## src/rtl/dma_arb_pkg.sv

```systemverilog
package dma_arb_pkg;
  localparam int CH_N = 4;

  // One-cycle strobes from control to datapath
  typedef struct packed {
    logic setReq;
    logic clrReq;
    logic setMask;
    logic clrMask;
    logic clrAllMask;
    logic masterClr;
    logic wrCmd;
    logic cmdRot;
    logic rdStatus;
    logic takeGrant;
    logic endAny;
    logic endTerm;
  } arbStrobe_t;
endpackage

```

## src/rtl/dma_arb_ctrl.sv

```systemverilog
module dma_arb_ctrl
  import dma_arb_pkg::*;
#(
  parameter int NUM_CH = CH_N,
  parameter int ADDR_W = 2,
  localparam int DW = 2 * NUM_CH,
  localparam int CH_W = $clog2(NUM_CH)
) (
  input  logic              clk,
  input  logic              rst,
  input  logic              hostWr,
  input  logic              hostRd,
  input  logic [ADDR_W-1:0] hostAddr,
  input  logic [DW-1:0]     hostWData,
  input  logic              seqIdle,
  input  logic              seqDone,
  input  logic              seqTc,
  input  logic              seqExtEop,
  input  logic              anyReq,
  input  logic [CH_W-1:0]   winner,
  output arbStrobe_t        strb,
  output logic [CH_W-1:0]   hostChan,
  output logic              grantValid,
  output logic [CH_W-1:0]   grantChan
);
  logic gvQ;
  logic [CH_W-1:0] gcQ;

  assign hostChan = hostWData[CH_W-1:0];
  assign grantValid = gvQ;
  assign grantChan = gcQ;

  always_comb begin
    strb = '0;
    strb.cmdRot = hostWData[0];
    if (hostWr) begin
      case (hostAddr)
        ADDR_W'(0): strb.wrCmd = 1'b1;
        ADDR_W'(1): begin
          strb.setReq = hostWData[2];
          strb.clrReq = ~hostWData[2];
        end
        ADDR_W'(2): begin
          strb.setMask = hostWData[2];
          strb.clrMask = ~hostWData[2];
        end
        default: begin
          strb.masterClr = hostWData[0];
          strb.clrAllMask = ~hostWData[0] & hostWData[1];
        end
      endcase
    end
    strb.rdStatus = hostRd & ~hostWr & (hostAddr == ADDR_W'(0));
    strb.endAny = gvQ & (seqDone | seqTc | seqExtEop);
    strb.endTerm = gvQ & (seqTc | seqExtEop);
    strb.takeGrant = ~gvQ & seqIdle & anyReq & ~strb.masterClr;
  end

  always_ff @(posedge clk) begin
    if (rst) begin
      gvQ <= 1'b0;
      gcQ <= '0;
    end else if (strb.masterClr || strb.endAny) begin
      gvQ <= 1'b0;
    end else if (strb.takeGrant) begin
      gvQ <= 1'b1;
      gcQ <= winner;
    end
  end

  // grant held steady until an end pulse
  p_grant_hold_r4: assert property (@(posedge clk) disable iff (rst)
    (gvQ && !(seqDone || seqTc || seqExtEop) && !strb.masterClr)
      |=> (gvQ && $stable(gcQ)));

  // a grant only starts from an idle sequencer
  p_grant_idle_r4: assert property (@(posedge clk) disable iff (rst)
    $rose(gvQ) |-> $past(seqIdle));
endmodule

```

## src/rtl/dma_arb_dp.sv

```systemverilog
module dma_arb_dp
  import dma_arb_pkg::*;
#(
  parameter int NUM_CH = CH_N,
  parameter int ADDR_W = 2,
  localparam int DW = 2 * NUM_CH,
  localparam int CH_W = $clog2(NUM_CH)
) (
  input  logic              clk,
  input  logic              rst,
  input  arbStrobe_t        strb,
  input  logic [CH_W-1:0]   hostChan,
  input  logic [ADDR_W-1:0] hostAddr,
  input  logic [NUM_CH-1:0] hwReq,
  input  logic [NUM_CH-1:0] autoInit,
  input  logic [CH_W-1:0]   grantChan,
  output logic              anyReq,
  output logic [CH_W-1:0]   winner,
  output logic [DW-1:0]     hostRData
);
  logic [NUM_CH-1:0] maskQ, sreqQ, tcQ;
  logic [NUM_CH-1:0] maskNext, sreqNext, tcNext;
  logic              rotQ;
  logic [CH_W-1:0]   lastQ;
  logic [NUM_CH-1:0] effReq, rawPend;
  logic [CH_W-1:0]   startIdx, idx;
  logic              found;

  assign effReq = (hwReq & ~maskQ) | sreqQ;
  assign rawPend = hwReq | sreqQ;
  assign anyReq = |effReq;
  assign startIdx = rotQ ? lastQ + CH_W'(1) : '0;

  // Search starting at startIdx, wrapping around
  always_comb begin
    winner = '0;
    found = 1'b0;
    idx = '0;
    for (int k = 0; k < NUM_CH; k++) begin
      idx = startIdx + CH_W'(k);
      if (!found && effReq[idx]) begin
        winner = idx;
        found = 1'b1;
      end
    end
  end

  always_comb begin
    tcNext = tcQ;
    sreqNext = sreqQ;
    maskNext = maskQ;
    if (strb.rdStatus) tcNext = '0;
    if (strb.endTerm) begin
      tcNext[grantChan] = 1'b1;
      sreqNext[grantChan] = 1'b0;
      if (!autoInit[grantChan]) maskNext[grantChan] = 1'b1;
    end
    if (strb.setReq) sreqNext[hostChan] = 1'b1;
    if (strb.clrReq) sreqNext[hostChan] = 1'b0;
    if (strb.clrAllMask) maskNext = '0;
    if (strb.setMask) maskNext[hostChan] = 1'b1;
    if (strb.clrMask) maskNext[hostChan] = 1'b0;
  end

  always_ff @(posedge clk) begin
    if (rst || strb.masterClr) begin
      maskQ <= '1;
      sreqQ <= '0;
      tcQ <= '0;
      rotQ <= 1'b0;
      lastQ <= CH_W'(NUM_CH - 1);
    end else begin
      maskQ <= maskNext;
      sreqQ <= sreqNext;
      tcQ <= tcNext;
      if (strb.wrCmd) rotQ <= strb.cmdRot;
      if (strb.takeGrant) lastQ <= winner;
    end
  end

  always_comb begin
    case (hostAddr)
      ADDR_W'(0): hostRData = {rawPend, tcQ};
      ADDR_W'(1): hostRData = {{NUM_CH{1'b0}}, sreqQ};
      ADDR_W'(2): hostRData = {{NUM_CH{1'b0}}, maskQ};
      default:    hostRData = {{(DW-1){1'b0}}, rotQ};
    endcase
  end

  // in fixed mode a pending channel 0 always wins
  p_fixed_top_r2: assert property (@(posedge clk) disable iff (rst)
    (strb.takeGrant && !rotQ && effReq[0]) |-> (winner == '0));

  // a terminal end masks a non-re-arming channel
  p_eop_mask_r6: assert property (@(posedge clk) disable iff (rst)
    (strb.endTerm && !autoInit[grantChan] && !strb.clrMask && !strb.clrAllMask
      && !strb.masterClr) |=> maskQ[$past(grantChan)]);

  // master clear restores the reset state
  p_mclr_state_r1: assert property (@(posedge clk) disable iff (rst)
    strb.masterClr |=> (maskQ == '1 && sreqQ == '0 && tcQ == '0 && !rotQ));

  // per channel, count grants to others while it waits in rotating mode
  for (genvar c = 0; c < NUM_CH; c++) begin : g_fair
    logic [CH_W:0] waitCnt;
    always_ff @(posedge clk) begin
      if (rst || !rotQ || !effReq[c] || (strb.takeGrant && winner == CH_W'(c)))
        waitCnt <= '0;
      else if (strb.takeGrant)
        waitCnt <= waitCnt + 1'b1;
    end
    p_rot_bound_r3: assert property (@(posedge clk) disable iff (rst)
      (rotQ && strb.takeGrant && effReq[c] && winner != CH_W'(c))
        |-> (int'(waitCnt) < NUM_CH - 1));
  end
endmodule

```

## src/rtl/dma_req_arbiter.sv

```systemverilog
module dma_req_arbiter
  import dma_arb_pkg::*;
#(
  parameter int NUM_CH = CH_N,
  parameter int ADDR_W = 2,
  localparam int DW = 2 * NUM_CH,
  localparam int CH_W = $clog2(NUM_CH)
) (
  input  logic              clk,
  input  logic              rst,
  input  logic [NUM_CH-1:0] hwReq,
  input  logic [NUM_CH-1:0] autoInit,
  input  logic              seqIdle,
  input  logic              seqDone,
  input  logic              seqTc,
  input  logic              seqExtEop,
  input  logic              hostWr,
  input  logic              hostRd,
  input  logic [ADDR_W-1:0] hostAddr,
  input  logic [DW-1:0]     hostWData,
  output logic [DW-1:0]     hostRData,
  output logic              grantValid,
  output logic [CH_W-1:0]   grantChan
);
  arbStrobe_t strb;
  logic [CH_W-1:0] hostChan, winner;
  logic anyReq;

  dma_arb_ctrl #(.NUM_CH(NUM_CH), .ADDR_W(ADDR_W)) u_ctrl (
    .clk(clk), .rst(rst), .hostWr(hostWr), .hostRd(hostRd),
    .hostAddr(hostAddr), .hostWData(hostWData), .seqIdle(seqIdle),
    .seqDone(seqDone), .seqTc(seqTc), .seqExtEop(seqExtEop),
    .anyReq(anyReq), .winner(winner), .strb(strb), .hostChan(hostChan),
    .grantValid(grantValid), .grantChan(grantChan)
  );

  dma_arb_dp #(.NUM_CH(NUM_CH), .ADDR_W(ADDR_W)) u_dp (
    .clk(clk), .rst(rst), .strb(strb), .hostChan(hostChan),
    .hostAddr(hostAddr), .hwReq(hwReq), .autoInit(autoInit),
    .grantChan(grantChan), .anyReq(anyReq), .winner(winner),
    .hostRData(hostRData)
  );
endmodule

```

## config.mk

```make
export PLATFORM = sky130hd
export DESIGN_NAME = dma_req_arbiter
export DESIGN_NICKNAME = d
export VERILOG_FILES = /design/src/rtl/dma_arb_pkg.sv /design/src/rtl/dma_arb_ctrl.sv /design/src/rtl/dma_arb_dp.sv /design/src/rtl/dma_req_arbiter.sv
export SDC_FILE = /design/constraint.sdc
export NUM_CORES = 1
export LEC_CHECK = 0
export BUFFER_PORTS_ARGS = -buffer_cell sky130_fd_sc_hd__clkbuf_2
export CORE_MARGIN = 4
export CORE_UTILIZATION = 56
export DETAILED_ROUTE_END_ITERATION = 6
export GPL_TIMING_DRIVEN = 1
export PLACE_DENSITY = 0.95
export SLEW_MARGIN = 20
export SYNTH_ARGS = -nofsm -noshare
export SYNTH_HDL_FRONTEND = slang
export SYNTH_HIERARCHICAL = 1
export SYNTH_SLANG_ARGS = --single-unit
```

## constraint.sdc

```tcl
create_clock -name clk -period 3 [get_ports clk]
set_clock_uncertainty 0.2 [all_clocks]
set_input_delay 0.15 -clock clk [delete_from_list [all_inputs] [get_ports clk]]
set_output_delay 0.15 -clock clk [all_outputs]
set_load 0.01 [all_outputs]
```

### Word level (Yosys, flattened, before mapping)

Cells that the tools add are included.

| word-level totals | value |
|---|---|
| word-level logic and storage cells | 104 |
| output and inout port bits | 11 |
| flip-flop bits (word level) | 18 |

| operators by class | value |
|---|---|
| bitwise operators | 30 |
| equal/unequal tests | 2 |
| reduce and logical (&&, ||, !) cells | 15 |
| $lt $le $gt $ge | 8 |
| muxes and demuxes | 38 |
| $add $sub $neg | 4 |

Operators with widths:

| cell | number |
|---|---|
| 2-to-1 mux 4 bit | 10 |
| OR 4 bit | 6 |
| case mux 8 bit (3 select lines) | 1 |
| less-than comparator 2 x 3 -> 1 bit, second input constant | 6 |
| bitwise AND 4 bit | 4 |
| 2-to-1 mux 2 bit | 8 |
| NOT 4 bit | 3 |
| 2-to-1 mux 1 bit | 11 |
| binary-select mux 1 bit (select 2 bit) | 5 |
| bitwise AND 1 bit | 8 |
| 2-to-1 mux 7 bit | 1 |
| NOT 1 bit | 6 |
| logical AND 1 bit | 5 |
| adder 2 x 1 -> 2 bit, second input constant | 2 |
| adder 2 bit, second input constant | 2 |
| demux 1 bit (select 2 bit) | 2 |
| >= comparator 2 x 1 -> 1 bit, second input constant | 2 |
| OR reduction 4 bit | 1 |
| zero test 1 bit | 3 |
| OR 1 bit | 3 |
| OR reduction 3 bit | 1 |
| equality test 2 x 1 -> 1 bit, second input constant | 1 |
| equality test 2 bit, second input constant | 1 |
| zero test 2 bit | 1 |
| other kinds (3) | 4 |

### Depth between registers and ports, before layout

| logic depth | value |
|---|---|
| word-level depth | 15 |
| gate-level depth with buffers | 8 |
| mapped depth without buffers | 8 |

### Hierarchy

Netlist, hierarchy kept.

By module, submodules not included:

| module | area each (µm²) | sequential area each (µm²) | instances | cells an instance |
|---|---|---|---|---|
| dma_arb_dp | 1,079.8 | 300.3 | 1 | 134 |
| dma_arb_ctrl | 251.5 | 60.1 | 1 | 28 |

### Worst setup path after synthesis

Ideal clock, no wire load.

| timing | value |
|---|---|
| kind | flip-flop to flip-flop |
| from | register u_dp.lastQ[1] |
| to | register u_ctrl.gcQ[1], in the netlist u_ctrl/grantChan[1] |
| path slack | 1.067 ns |
| data arrival time | 1.661 ns |
| setup time | 0.072 ns |
| required time | 2.728 ns |
| period minus slack after synthesis | 1.933 ns |
| path buffers | 0 |
| cell stages (with the launch flop) | 8 |
| cells stage by stage | dfxtp_1 xor2_1 a211o_1 a221o_1 a211oi_2 a21o_2 nand2b_1 mux2i_1 |

| between the ends | value |
|---|---|
| word-level cells in the longest chain between the ends | 14 |
| elaborated cells between the ends (all ways) | 26 |
| classes of those cells | add/sub (4); mux (16); reduce/logical (6) |

RTL lines:

| what | RTL line | source |
|---|---|---|
| start: declaration | dma_arb_dp.sv:24 | `logic [CH_W-1:0] lastQ;` |
| start signal: assignment | dma_arb_dp.sv:71 | `lastQ <= CH_W'(NUM_CH - 1);` |
| start signal: assignment | dma_arb_dp.sv:77 | `if (strb.takeGrant) lastQ <= winner;` |
| adder 2 x 1 -> 2 bit (*) | dma_arb_dp.sv:32 | `assign startIdx = rotQ ? lastQ + CH_W'(1) : '0;` |
| 2-to-1 mux 2 bit (*) | dma_arb_dp.sv:32 |  |
| branches (longest 11 deep; another with adder 2 x 1 -> 2 bit) | -- |  |
| 2-to-1 mux 2 bit (*) | dma_arb_dp.sv:41 | `if (!found && effReq[idx]) begin` |
| via winner[1] | dma_req_arbiter.sv:26 | `logic [CH_W-1:0] hostChan, winner;` |
| end signal: assignment | dma_arb_ctrl.sv:67 | `gcQ <= winner;` |
| end: declaration | dma_arb_ctrl.sv:27 | `logic [CH_W-1:0] gcQ;` |

Mark *: on every way through the listed nets, which the timed path passes. The select of a mux whose other input is x is not followed.
A chain may end at the register's enable or synchronous reset.

### Worst setup path after layout

| timing | value |
|---|---|
| from | register u_dp.rotQ |
| to | register u_ctrl.gcQ[0], in the netlist u_ctrl/grantChan[0] |

| between the ends | value |
|---|---|
| word-level cells in the longest chain between the ends | 13 |
| elaborated cells between the ends (all ways) | 25 |
| classes of those cells | add/sub (3); mux (16); reduce/logical (6) |

RTL lines:

| what | RTL line | source |
|---|---|---|
| start: declaration | dma_arb_dp.sv:23 | `logic rotQ;` |
| start signal: assignment | dma_arb_dp.sv:76 | `if (strb.wrCmd) rotQ <= strb.cmdRot;` |
| 2-to-1 mux 2 bit (*) | dma_arb_dp.sv:32 |  |
| branches (longest 11 deep; another with adder 2 x 1 -> 2 bit) | -- |  |
| 2-to-1 mux 2 bit (*) | dma_arb_dp.sv:41 |  |
| via winner[0] | dma_req_arbiter.sv:26 |  |

Marked as above.

==> impl_metrics.csv <==
group,metric,value,unit
run_status,status,"completed",
pwr,power,505,µW
floorplanning,start_util,59.6,%
detailed_routing,routedWlPerCell,17.6,µm
detailed_routing,drc,0,
detailed_routing,viasPerCell,6.60,
logic_synthesis,synthCells,162,
finish,area_growth,16.3,%
global_route,grt_overflow,0,
finish,most-common-layout-cells,"clkbuf_2 (31), dfxtp_1 (18), o21ai_0 (14)",
finish,final_nets,220,
timing,max_slew_margin,39.5,%
logic_synthesis,yosysTopAreaCellShare,27.1,%
min_path,hp-class,"in2reg",
clock_network,htree_levels,1,
detailed_routing,vias,1459,
critical_path,end_kind,"flip-flop",
critical_path,required,3040,ps
logic_synthesis,synth_cell_types,49,
placed_design,dp_slack,824,ps
logic_synthesis,ys_seq_area_share,27.1,%
timing,rsz0062_at_grt,"no",
logic_synthesis,synth_compound_area_share,29.3,%
logic_synthesis,synth_seq_cells,18,
timing,slew_violations,0,
pwr,power.leakage,0.000652,µW
floorplanning,die_y,56.8,µm
floorplanning,row_count,17,
clock_network,cts-root-buf,"clkbuf_4",
clock_network,numClockSinks,18,
clock_network,clockBufferDepth,2,
clock_network,cts_tree,"yes",
logic_synthesis,synth_area_leaders,"dfxtp_1 (27%), mux2i_1 (6.8%), nand2b_1 (5.6%)",
logic_synthesis,syn_avg_cell_area,8.22,µm²
logic_synthesis,async_flop_share,0,%
clock_network,cts_buffers,3,
detailed_routing,dr.pass1.iters,6,
global_route,antenna_found_initial,0,
finish,fin_util,69.3,%
timing,finalWorstSetupSlack,753,ps
global_route,track_usage,24.8,%
clock_network,postCtsSetupBuffers,0,
logic_synthesis,synth-warning-count,6,
finish,mostFrequentLayoutCell,"clkbuf_2",
floorplanning,ios,37,
placed_design,numPortBuffers,31,
floorplanning,core_area,0.00223,mm²
finish,n_antenna_cell,0,
timing,min_period_over_period,74.9,%
global_route,grt_pass1_vias,1447,
critical_path,cp_data_arrival_time,2280,ps
timing,finalSetupViolations,0,
logic_synthesis,synth_top_family_by_area,"simple AND/OR/NAND/NOR gates",
finish,drive_gt1_share,24.4,%
logic_synthesis,synthMuxAreaShare,8.46,%
logic_synthesis,synth-adder-area-share,0,%
floorplanning,die_area,0.00322,mm²
global_route,grt_pass1_wl,6420,µm
timing,fin_crit,2250,ps
logic_synthesis,synth_area_leader_cell,"dfxtp_1",
critical_path,worstPathMaxFanout,12,
detailed_routing,first_iter_violations,129,
floorplanning,chipWidth,56.8,µm
job,cap_violations,0,
detailed_routing,antenna_left,0,
clock_network,clk_latency,300,ps
placed_design,gp_congestion,0.930,
logic_synthesis,netlist_area,0.00133,mm²
critical_path,start_kind,"flip-flop",
logic_synthesis,yosys.area_share.xor_xnor,0.658,%
timing,final.setup.tns,0,ps
global_route,grt_max_degree,15,
detailed_routing,wl,3880,µm
timing,tightest_slew,895,ps
logic_synthesis,syn_nets,188,
timing,max_freq,445,MHz
placed_design,dpl.hpwl,2960,µm
pwr,power_density,327,mW/mm²
logic_synthesis,ys.flop_type,"dfxtp_1",
timing,report.final.hold_viol_count,0,
pwr,ir_drop,402,µV
clock_network,clkTransAtPathRegs,110,ps
critical_path,worstSetupPathType,"reg2reg",
logic_synthesis,synth_enable_flop_cells,0,
logic_synthesis,synthSimpleGateAreaFrac,30.4,%
power by group:
part | switching [µW] | internal (µW)
sequential | 8.59 | 245
clock | 76.9 | 73.9
combinational | 56.1 | 44.9
critical path, cell delays in order (launching register included):
cell and delay [ps]:
dfxtp_1 590, nand2b_1 270, a21oi_1 210, o221ai_1 200
a211oi_1 340, or2_2 180, nand2b_1 70, mux2i_1 120
cells in the mapped netlist (4+ instances only):
cell,instances
a211oi_1,5
o21ai_0,14
nand2b_1,12
nor2b_1,7
o21a_1,6
nor3b_1,4
dfxtp_1,18
inv_1,4
nand2_1,9
nor2_1,7
a22oi_1,6
a21oi_1,9
mux2i_1,9
cell families after synthesis:
group	count (synthesis)
AO/OA/AOI/OAI	57
multiplexers	10
buffers and inverters	11
AND/OR/NAND/NOR	65
flip-flops	18
XOR/XNOR	1
layout make-up:
type                    count  area, µm²
well taps                  28       35.0
flip-flops and latches     18        360
repair buffers             34        185
clock buffers               4       36.3
fillers                   190        686
multi-input cells         133        916
inverters                   4       15.0
state kept, by name, indices dropped and copies added (netlist names):
register and count:
u_dp/tcQ 4, u_dp/maskQ 4, u_dp/rotQ 1, u_ctrl/grantValid 1
u_dp/lastQ 2, u_dp/sreqQ 4, u_ctrl/grantChan 2
worst paths after layout:
kind	start	endpoint	slack, ps	cells past startpoint
max	u_dp/rotQ	u_ctrl/grantChan[0]	750	7
min	hostWData[0]	u_dp/sreqQ[3]	7	2
max reg2reg	u_dp/rotQ	u_ctrl/grantChan[0]	750	7
min reg2reg	u_dp/tcQ[1]	u_dp/tcQ[1]	290	2
stage by stage:
stage	hold WS [ps]	cells	area, µm²
2_1_floorplan	27.0	162	1330
3_3_place_gp	196	214	1480
3_5_place_dp	200	214	1480
4_1_cts	7.18	221	1550
5_1_grt	30.2	221	1550
6_report	7.23	221	1550
layer usage:
layer / wire length [µm] / track usage, % / part of all wire (%)
met1: 1480 / 28.8 / 38
met5: 0 / 0 / 0
met3: 340 / 4.37 / 8.8
met2: 1930 / 42.6 / 50
met4: 139 / 13.6 / 3.6
timing repair:
action	CTS	global route
endpoints found under the hold margin	3	0
hold buffers	3	0
resized for setup	0	0
No activity file was read; power rests on OpenSTA's default activity.
